`src/rtl/brk_pkg.sv`:
```
package brk_pkg;
    typedef enum logic [1:0] {
        KIND_NONE  = 2'd0,
        KIND_FETCH = 2'd1,
        KIND_DATA  = 2'd2,
        KIND_ANY   = 2'd3
    } kind_e;

    typedef enum logic [1:0] {
        SZ_ANY  = 2'd0,
        SZ_BYTE = 2'd1,
        SZ_WORD = 2'd2,
        SZ_LONG = 2'd3
    } size_e;

    // bit order is the software-visible layout: size[6:5] bus[4] wr[3] rd[2] kind[1:0]
    typedef struct packed {
        size_e size;
        logic  bus_l;
        logic  on_wr;
        logic  on_rd;
        kind_e kind;
    } cond_t;

    localparam int COND_W = $bits(cond_t);
    localparam int RIDX_W = 4;

    localparam logic [RIDX_W-1:0] RG_A_ADDR  = 4'd0;
    localparam logic [RIDX_W-1:0] RG_A_AMASK = 4'd1;
    localparam logic [RIDX_W-1:0] RG_A_COND  = 4'd2;
    localparam logic [RIDX_W-1:0] RG_B_ADDR  = 4'd3;
    localparam logic [RIDX_W-1:0] RG_B_AMASK = 4'd4;
    localparam logic [RIDX_W-1:0] RG_B_COND  = 4'd5;
    localparam logic [RIDX_W-1:0] RG_B_DATA  = 4'd6;
    localparam logic [RIDX_W-1:0] RG_B_DMASK = 4'd7;
    localparam logic [RIDX_W-1:0] RG_CTRL    = 4'd8;
endpackage

```
`src/rtl/brk_regs.sv`:
```
module brk_regs
    import brk_pkg::*;
#(
    parameter int W   = 32,
    parameter int LAT = 2
) (
    input  logic              clk,
    input  logic              rst_n,
    input  logic              wr,
    input  logic [RIDX_W-1:0] waddr,
    input  logic [W-1:0]      wdata,
    output logic [W-1:0]      a_addr,
    output logic [W-1:0]      a_amask,
    output cond_t             a_cond,
    output logic [W-1:0]      b_addr,
    output logic [W-1:0]      b_amask,
    output logic [W-1:0]      b_data,
    output logic [W-1:0]      b_dmask,
    output cond_t             b_cond,
    output logic              seq_mode,
    output logic              ctrl_wr,
    output logic              keep_a,
    output logic              keep_b,
    output logic              pending
);
    typedef struct packed {
        logic [LAT-1:0]             pv;
        logic [LAT-1:0][RIDX_W-1:0] pa;
        logic [LAT-1:0][W-1:0]      pd;
        logic [W-1:0]               a_addr;
        logic [W-1:0]               a_amask;
        logic [W-1:0]               b_addr;
        logic [W-1:0]               b_amask;
        logic [W-1:0]               b_data;
        logic [W-1:0]               b_dmask;
        cond_t                      a_cond;
        cond_t                      b_cond;
        logic                       seq;
    } st_t;

    st_t st_d, st_q;

    logic [LAT:0]             pv_x;
    logic [LAT:0][RIDX_W-1:0] pa_x;
    logic [LAT:0][W-1:0]      pd_x;
    logic [RIDX_W-1:0]        tail_a;
    logic [W-1:0]             tail_d;

    assign tail_a = st_q.pa[LAT-1];
    assign tail_d = st_q.pd[LAT-1];

    always_comb begin
        st_d = st_q;
        pv_x = {st_q.pv, wr};
        pa_x = {st_q.pa, waddr};
        pd_x = {st_q.pd, wdata};
        st_d.pv = pv_x[LAT-1:0];
        st_d.pa = pa_x[LAT-1:0];
        st_d.pd = pd_x[LAT-1:0];
        if (st_q.pv[LAT-1]) begin
            case (tail_a)
                RG_A_ADDR:  st_d.a_addr  = tail_d;
                RG_A_AMASK: st_d.a_amask = tail_d;
                RG_A_COND:  st_d.a_cond  = cond_t'(tail_d[COND_W-1:0]);
                RG_B_ADDR:  st_d.b_addr  = tail_d;
                RG_B_AMASK: st_d.b_amask = tail_d;
                RG_B_COND:  st_d.b_cond  = cond_t'(tail_d[COND_W-1:0]);
                RG_B_DATA:  st_d.b_data  = tail_d;
                RG_B_DMASK: st_d.b_dmask = tail_d;
                RG_CTRL:    st_d.seq     = tail_d[0];
                default: ;
            endcase
        end
    end

    always_ff @(posedge clk or negedge rst_n) begin
        if (!rst_n) st_q <= '0;
        else        st_q <= st_d;
    end

    assign a_addr   = st_q.a_addr;
    assign a_amask  = st_q.a_amask;
    assign a_cond   = st_q.a_cond;
    assign b_addr   = st_q.b_addr;
    assign b_amask  = st_q.b_amask;
    assign b_data   = st_q.b_data;
    assign b_dmask  = st_q.b_dmask;
    assign b_cond   = st_q.b_cond;
    assign seq_mode = st_q.seq;
    assign ctrl_wr  = st_q.pv[LAT-1] && (tail_a == RG_CTRL);
    assign keep_a   = tail_d[1];
    assign keep_b   = tail_d[2];
    assign pending  = |st_q.pv;

    // an accepted write leaves the port busy on the next cycle
    assert_wr_pending_R9: assert property (@(posedge clk) disable iff (!rst_n)
        wr |=> pending);
endmodule

```
`src/rtl/brk_chan.sv`:
```
module brk_chan
    import brk_pkg::*;
#(
    parameter int W        = 32,
    parameter bit HAS_DATA = 1'b0
) (
    input  logic         clk,
    input  logic         rst_n,
    input  logic [W-1:0] ref_addr,
    input  logic [W-1:0] ref_amask,
    input  logic [W-1:0] ref_data,
    input  logic [W-1:0] ref_dmask,
    input  cond_t        cond,
    input  logic         bus_valid,
    input  logic         bus_sel_l,
    input  logic         bus_fetch,
    input  logic         bus_write,
    input  logic [1:0]   bus_size,
    input  logic [W-1:0] bus_addr,
    input  logic [W-1:0] bus_data,
    output logic         hit
);
    localparam int BW = (W < 8)  ? W : 8;
    localparam int HW = (W < 16) ? W : 16;

    logic kind_ok, dir_ok, bus_ok, size_ok, addr_ok, data_ok;

    always_comb begin
        case (cond.kind)
            KIND_FETCH: kind_ok = bus_fetch;
            KIND_DATA:  kind_ok = !bus_fetch;
            KIND_ANY:   kind_ok = 1'b1;
            default:    kind_ok = 1'b0;
        endcase
        dir_ok  = bus_write ? cond.on_wr : cond.on_rd;
        bus_ok  = (bus_sel_l == cond.bus_l);
        size_ok = (cond.size == SZ_ANY) || (cond.size == size_e'(bus_size));
        addr_ok = ((bus_addr ^ ref_addr) & ~ref_amask) == '0;
    end

    generate
        if (HAS_DATA) begin : g_data
            logic [W-1:0] lanes;
            always_comb begin
                case (size_e'(bus_size))
                    SZ_BYTE: lanes = W'({BW{1'b1}});
                    SZ_WORD: lanes = W'({HW{1'b1}});
                    default: lanes = '1;
                endcase
                data_ok = ((bus_data ^ ref_data) & ~ref_dmask & lanes) == '0;
            end
        end else begin : g_nodata
            logic unused_data;
            assign unused_data = ^{ref_data, ref_dmask, bus_data};
            assign data_ok = 1'b1;
        end
    endgenerate

    assign hit = bus_valid && kind_ok && dir_ok && bus_ok && size_ok && addr_ok && data_ok;

    // a channel without a cycle kind stays silent
    assert_off_silent_R4: assert property (@(posedge clk) disable iff (!rst_n)
        (cond.kind == KIND_NONE) |-> !hit);
    // a fixed size condition rejects other sizes
    assert_size_gate_R3: assert property (@(posedge clk) disable iff (!rst_n)
        (cond.size != SZ_ANY && size_e'(bus_size) != cond.size) |-> !hit);
    // an idle bus never hits
    assert_idle_gate_R3: assert property (@(posedge clk) disable iff (!rst_n)
        !bus_valid |-> !hit);
endmodule

```
`src/rtl/brk_seq.sv`:
```
module brk_seq (
    input  logic clk,
    input  logic rst_n,
    input  logic hit_a,
    input  logic hit_b,
    input  logic seq_mode,
    input  logic ctrl_wr,
    input  logic keep_a,
    input  logic keep_b,
    output logic brk,
    output logic sticky_a,
    output logic sticky_b
);
    typedef struct packed {
        logic armed;
        logic brk;
        logic sa;
        logic sb;
    } st_t;

    st_t st_d, st_q;
    logic fire;

    always_comb begin
        st_d = st_q;
        fire = seq_mode ? (hit_b && st_q.armed) : (hit_a || hit_b);
        st_d.brk = fire;
        if (!seq_mode)   st_d.armed = 1'b0;
        else if (fire)   st_d.armed = 1'b0;
        else if (hit_a)  st_d.armed = 1'b1;
        if (hit_a)                  st_d.sa = 1'b1;
        else if (ctrl_wr && !keep_a) st_d.sa = 1'b0;
        if (hit_b)                  st_d.sb = 1'b1;
        else if (ctrl_wr && !keep_b) st_d.sb = 1'b0;
    end

    always_ff @(posedge clk or negedge rst_n) begin
        if (!rst_n) st_q <= '0;
        else        st_q <= st_d;
    end

    assign brk      = st_q.brk;
    assign sticky_a = st_q.sa;
    assign sticky_b = st_q.sb;

    // any hit in independent mode requests a break next cycle
    assert_indep_fire_R5: assert property (@(posedge clk) disable iff (!rst_n)
        (!seq_mode && (hit_a || hit_b)) |=> brk);
    // no break in sequence mode without an earlier A hit
    assert_need_arm_R6: assert property (@(posedge clk) disable iff (!rst_n)
        (seq_mode && !st_q.armed) |=> !brk);
    // a sequential break leaves the unit disarmed
    assert_disarm_R7: assert property (@(posedge clk) disable iff (!rst_n)
        (seq_mode && hit_b && st_q.armed) |=> !st_q.armed);
    // hits always set the sticky flags
    assert_sticky_a_R8: assert property (@(posedge clk) disable iff (!rst_n)
        hit_a |=> sticky_a);
    assert_sticky_b_R8: assert property (@(posedge clk) disable iff (!rst_n)
        hit_b |=> sticky_b);
endmodule

```
`src/rtl/brk_unit.sv`:
```
module brk_unit
    import brk_pkg::*;
#(
    parameter int W   = 32,
    parameter int LAT = 2
) (
    input  logic              clk,
    input  logic              rst_n,
    input  logic              reg_wr,
    input  logic              reg_rd,
    input  logic [RIDX_W-1:0] reg_addr,
    input  logic [W-1:0]      reg_wdata,
    output logic [W-1:0]      reg_rdata,
    output logic              reg_ack,
    input  logic              bus_valid,
    input  logic              bus_sel_l,
    input  logic              bus_fetch,
    input  logic              bus_write,
    input  logic [1:0]        bus_size,
    input  logic [W-1:0]      bus_addr,
    input  logic [W-1:0]      bus_data,
    output logic              brk_req
);
    localparam int PAD = W - COND_W;

    logic [W-1:0] a_addr, a_amask, b_addr, b_amask, b_data, b_dmask;
    cond_t        a_cond, b_cond;
    logic         seq_mode, ctrl_wr, keep_a, keep_b, pending;
    logic         hit_a, hit_b, sticky_a, sticky_b;

    brk_regs #(.W(W), .LAT(LAT)) u_regs (
        .clk(clk), .rst_n(rst_n), .wr(reg_wr), .waddr(reg_addr), .wdata(reg_wdata),
        .a_addr(a_addr), .a_amask(a_amask), .a_cond(a_cond),
        .b_addr(b_addr), .b_amask(b_amask), .b_data(b_data), .b_dmask(b_dmask),
        .b_cond(b_cond), .seq_mode(seq_mode), .ctrl_wr(ctrl_wr),
        .keep_a(keep_a), .keep_b(keep_b), .pending(pending)
    );

    brk_chan #(.W(W), .HAS_DATA(1'b0)) u_chan_a (
        .clk(clk), .rst_n(rst_n),
        .ref_addr(a_addr), .ref_amask(a_amask), .ref_data('0), .ref_dmask('0),
        .cond(a_cond), .bus_valid(bus_valid), .bus_sel_l(bus_sel_l),
        .bus_fetch(bus_fetch), .bus_write(bus_write), .bus_size(bus_size),
        .bus_addr(bus_addr), .bus_data(bus_data), .hit(hit_a)
    );

    brk_chan #(.W(W), .HAS_DATA(1'b1)) u_chan_b (
        .clk(clk), .rst_n(rst_n),
        .ref_addr(b_addr), .ref_amask(b_amask), .ref_data(b_data), .ref_dmask(b_dmask),
        .cond(b_cond), .bus_valid(bus_valid), .bus_sel_l(bus_sel_l),
        .bus_fetch(bus_fetch), .bus_write(bus_write), .bus_size(bus_size),
        .bus_addr(bus_addr), .bus_data(bus_data), .hit(hit_b)
    );

    brk_seq u_seq (
        .clk(clk), .rst_n(rst_n), .hit_a(hit_a), .hit_b(hit_b),
        .seq_mode(seq_mode), .ctrl_wr(ctrl_wr), .keep_a(keep_a), .keep_b(keep_b),
        .brk(brk_req), .sticky_a(sticky_a), .sticky_b(sticky_b)
    );

    always_comb begin
        case (reg_addr)
            RG_A_ADDR:  reg_rdata = a_addr;
            RG_A_AMASK: reg_rdata = a_amask;
            RG_A_COND:  reg_rdata = {{PAD{1'b0}}, a_cond};
            RG_B_ADDR:  reg_rdata = b_addr;
            RG_B_AMASK: reg_rdata = b_amask;
            RG_B_COND:  reg_rdata = {{PAD{1'b0}}, b_cond};
            RG_B_DATA:  reg_rdata = b_data;
            RG_B_DMASK: reg_rdata = b_dmask;
            RG_CTRL:    reg_rdata = W'({sticky_b, sticky_a, seq_mode});
            default:    reg_rdata = '0;
        endcase
    end

    assign reg_ack = reg_rd && !pending;

    // a read never completes in the cycle after a write
    assert_read_held_R9: assert property (@(posedge clk) disable iff (!rst_n)
        reg_wr |=> !reg_ack);
endmodule

```
`config.mk`:
```
export PLATFORM = sky130hd
export DESIGN_NAME = brk_unit
export DESIGN_NICKNAME = d
export VERILOG_FILES = /design/src/rtl/brk_pkg.sv /design/src/rtl/brk_regs.sv /design/src/rtl/brk_chan.sv /design/src/rtl/brk_seq.sv /design/src/rtl/brk_unit.sv
export SDC_FILE = /design/constraint.sdc
export NUM_CORES = 1
export LEC_CHECK = 0
export BUFFER_PORTS_ARGS = -buffer_cell sky130_fd_sc_hd__buf_2
export CORE_UTILIZATION = 58
export CTS_CLUSTER_SIZE = 14
export DETAILED_ROUTE_END_ITERATION = 16
export MAX_ROUTING_LAYER = met4
export PLACE_DENSITY = 0.77
export REMOVE_ABC_BUFFERS = 1
export SYNTH_ARGS = -nofsm -noshare
export SYNTH_HDL_FRONTEND = slang
export SYNTH_SLANG_ARGS = --single-unit
```
`constraint.sdc`:
```
create_clock -name clk -period 3.52 [get_ports clk]
set_input_delay 1.056 -clock clk [delete_from_list [all_inputs] [get_ports clk]]
set_output_delay 1.056 -clock clk [all_outputs]
set_load 0.02 [all_outputs]
```
==> metrics.txt <==
Yosys reg bits 285; Hold/Removal Path Class flop to flop; Clock Path Buffers 3; DRT Pass-1 Iters 5; worst-path maximum fanout 9; vias in the first global route 9013; share of cells above drive strength 1 0.388; combinational power share 0.177; Clk pwr share 0.340; FMAX 0.288 GHz; Synth top area share 0.580; FFs w/ async S/R, synth 1.00; top-level I/O count between 100 and 150; port bufs 143; Die Ht 148 µm; initial antenna violation count 0; post-layout util 0.720; largest net degree at the start of global routing slightly below 100; total number of vias approximately 8600; Final Critical Period about 3.5 ns; GP Congestion between 0.9 and 1; Clock Latency Late Sink about 0.57 ns; antenna diode count 0; htree depth 1; Initial Util 0.600; root buffer cell clkbuf_16; PD cells around 630 nW/µm²; Synth Flop Type dfrtp_1; Pint about 6.6 mW; Die W 148 µm; Setup Viol. Count Final 0; per-cell routed wire length approximately 24 µm; DRC 0; CTS Buf Count 29; Clk pin slew, worst setup/hold paths 0.06 ns; Post-Synthesis Cells 896; post-route ant nets 0; Syn Area/Cell 13.7 µm²; TritonCTS clock tree built; DR iter-0 viols 670; Rel. slew slack 0.484; Sink Count 285; Setup crit end kind primary output; critical path data arrival time between 2 and 2.5 ns; remaining global-route overflow 0; dpl cell area 13600 µm²; overall routing resource usage 0.325; Peak supply drop 0.517 mV; Yosys cell types 42; CP Launch Type input pin; leakage power 6.42 nW; global-route wire length before repair 51800 µm; Synth Cell Area 12300 µm²; switching pwr 2.65 mW; HPWL after DPL 22500 µm; biggest area consumer among synthesized cells dfrtp_1; row cnt 52; Final Hold Fails 0; Post-synth EDFFs 0; Clock Skew 0.0151 ns; Pins Over Slew Limit 0; Reg power frac 0.483; Least-Margin Pin Slew 0.773 ns; Design Power 9.27 mW; WHS roughly 0.34 ns; core footprint 20500 µm²; WP data required roughly 2.5 ns; setup_tns 0 ns; mean number of vias per cell 6.29; Synth Warn # 0; area grow syn2layout 19.9%; WS Path Type input pin to primary output; Layout Nets 1182; synth top area cells dfrtp_1, mux2_2, xnor2_1; final WL 33200 µm; outcome finished, final reports clean; die area 21800 µm²; register area share after synthesis 0.580; Sw Share 0.285; hold buffer count at CTS 0; max-cap violations 0; Post-Layout Inst Area 14700 µm²; final period utilization 0.986
synth_stat cells (all sizes together) (6+ instances only):
library cell  count
dfrtp           285
mux2            211
xnor2            97
a22oi            76
o22ai            46
nand3            30
clkbuf           23
buf              21
nor2             14
nor4             11
nand2            10
o21ai             8
a221oi            7
a22o              7
a222oi            6
nor3b             6
cells in the final DEF (no fill, tap or decap), types with 3 or more instances in the layout:
| cell type | instances |
|---|---|
| bufinv_16 | 3 |
| buf_6 | 9 |
| o22ai_1 | 46 |
| a221oi_1 | 4 |
| a22oi_1 | 76 |
| a222oi_1 | 6 |
| nand2_1 | 9 |
| buf_4 | 30 |
| mux2_2 | 172 |
| buf_2 | 137 |
| nand3b_1 | 3 |
| clkinv_2 | 8 |
| mux2_1 | 39 |
| o211ai_1 | 4 |
| xnor2_1 | 97 |
| a21oi_1 | 4 |
| clkbuf_1 | 5 |
| nand3_1 | 30 |
| nor4_1 | 9 |
| clkbuf_16 | 29 |
| nor2_1 | 11 |
| a22o_1 | 7 |
| a221oi_2 | 3 |
| nor3b_1 | 4 |
| o21ai_0 | 8 |
| buf_12 | 9 |
| dfrtp_1 | 285 |
| nand2b_1 | 3 |
| clkbuf_8 | 6 |
stage by stage:
step | setup slack [ns] | instances
global placement | -0.0456 | 1306
finish | 0.0476 | 1362
CTS | 0.00344 | 1358
global route | -0.00874 | 1362
floorplan | -1.55 | 852
detailed placement | -0.00916 | 1306
worst max-delay path, cell delays in order:
cell,delay [ns]
clkbuf_4,0.20
nor4b_4,0.41
buf_6,0.22
buf_12,0.14
a22oi_1,0.09
nand3_1,0.11
buf_2,0.18
cells by family (layout without fill, tap and decap cells):
logic type                 Yosys count  in the layout  share of synthesized area
xor gates and xnor gates            98             98                     0.0698
muxes                              212            212                      0.194
AOI/OAI and AO/OA                  165            165                     0.0981
adders and majority gates            1              1                    0.00102
and+or+nand+nor                     89             89                     0.0403
DFF                                285            285                      0.580
buffers and inverters               46            242                     0.0167
power by group through the flow:
stage | logic [mW] | clock network, mW | registers [mW]
2_1_floorplan | 1.09 | 0 | 4.31
3_3_place_gp | 1.56 | 0 | 4.48
3_5_place_dp | 1.61 | 0 | 4.51
4_1_cts | 1.63 | 3.19 | 4.46
5_1_grt | 1.76 | 3.32 | 4.55
6_report | 1.64 | 3.15 | 4.48
cell type report:
class | instances | area [µm²]
sequential | 285 | 7130
fill | 1381 | 5750
multi-input combinational | 565 | 5070
timing repair buffer | 188 | 1220
clock buffer | 40 | 827
tap | 270 | 338
clock inverter | 12 | 150
inverter | 2 | 7.51
layer usage:
| metal | GRT usage | up-vias | part of all wire |
|---|---|---|---|
| met3 | 0.0481 | 87 | 0.065 |
| met1 | 0.438 | 4432 | 0.43 |
| met2 | 0.510 | 353 | 0.48 |
| li1 | - | 3696 | - |
| met4 | 0.108 | 0 | 0.031 |
| met5 | - | - | 0 |
registers in the layout, summed over array words and instances (netlist names):
name	flops
u_regs.tail_a	4
u_regs.pd_x	32
u_regs.b_amask	32
u_regs.b_data	32
u_regs.a_cond	7
u_seq.st_q	1
u_regs.b_cond	7
u_regs.seq_mode	1
u_seq.sticky_b	1
u_regs.b_dmask	32
u_regs.a_amask	32
u_regs.pv_x	2
u_seq.brk	1
u_seq.sticky_a	1
u_regs.pa_x	4
u_regs.b_addr	32
u_regs.tail_d	32
u_regs.a_addr	32
path summary, 6_finish.rpt:
path / from / end / slack [ns] / cells after the start
max: reg_addr[1] / reg_rdata[19] / 0.05 / 7
min: u_regs.pd_x[38] / u_regs.tail_d[6] / 0.34 / 0
max reg2reg: u_regs.b_data[11] / u_seq.st_q[3] / 1.15 / 7
min reg2reg: u_regs.pd_x[38] / u_regs.tail_d[6] / 0.34 / 0
max in group asynchronous: rst_n / u_regs.a_addr[31] / 2.12 / 2
min in group asynchronous: rst_n / u_regs.pv_x[2] / 0.53 / 1
what timing repair did:
item                                   4_1_cts  5_1_grt
setup buffers                                0        4
endpoints found under the hold margin        0        0
pin swaps                                    0        2
resized for setup                            4       23
setup endpoints to repair                   10       23
No activity file was read; power rests on OpenSTA's default activity.
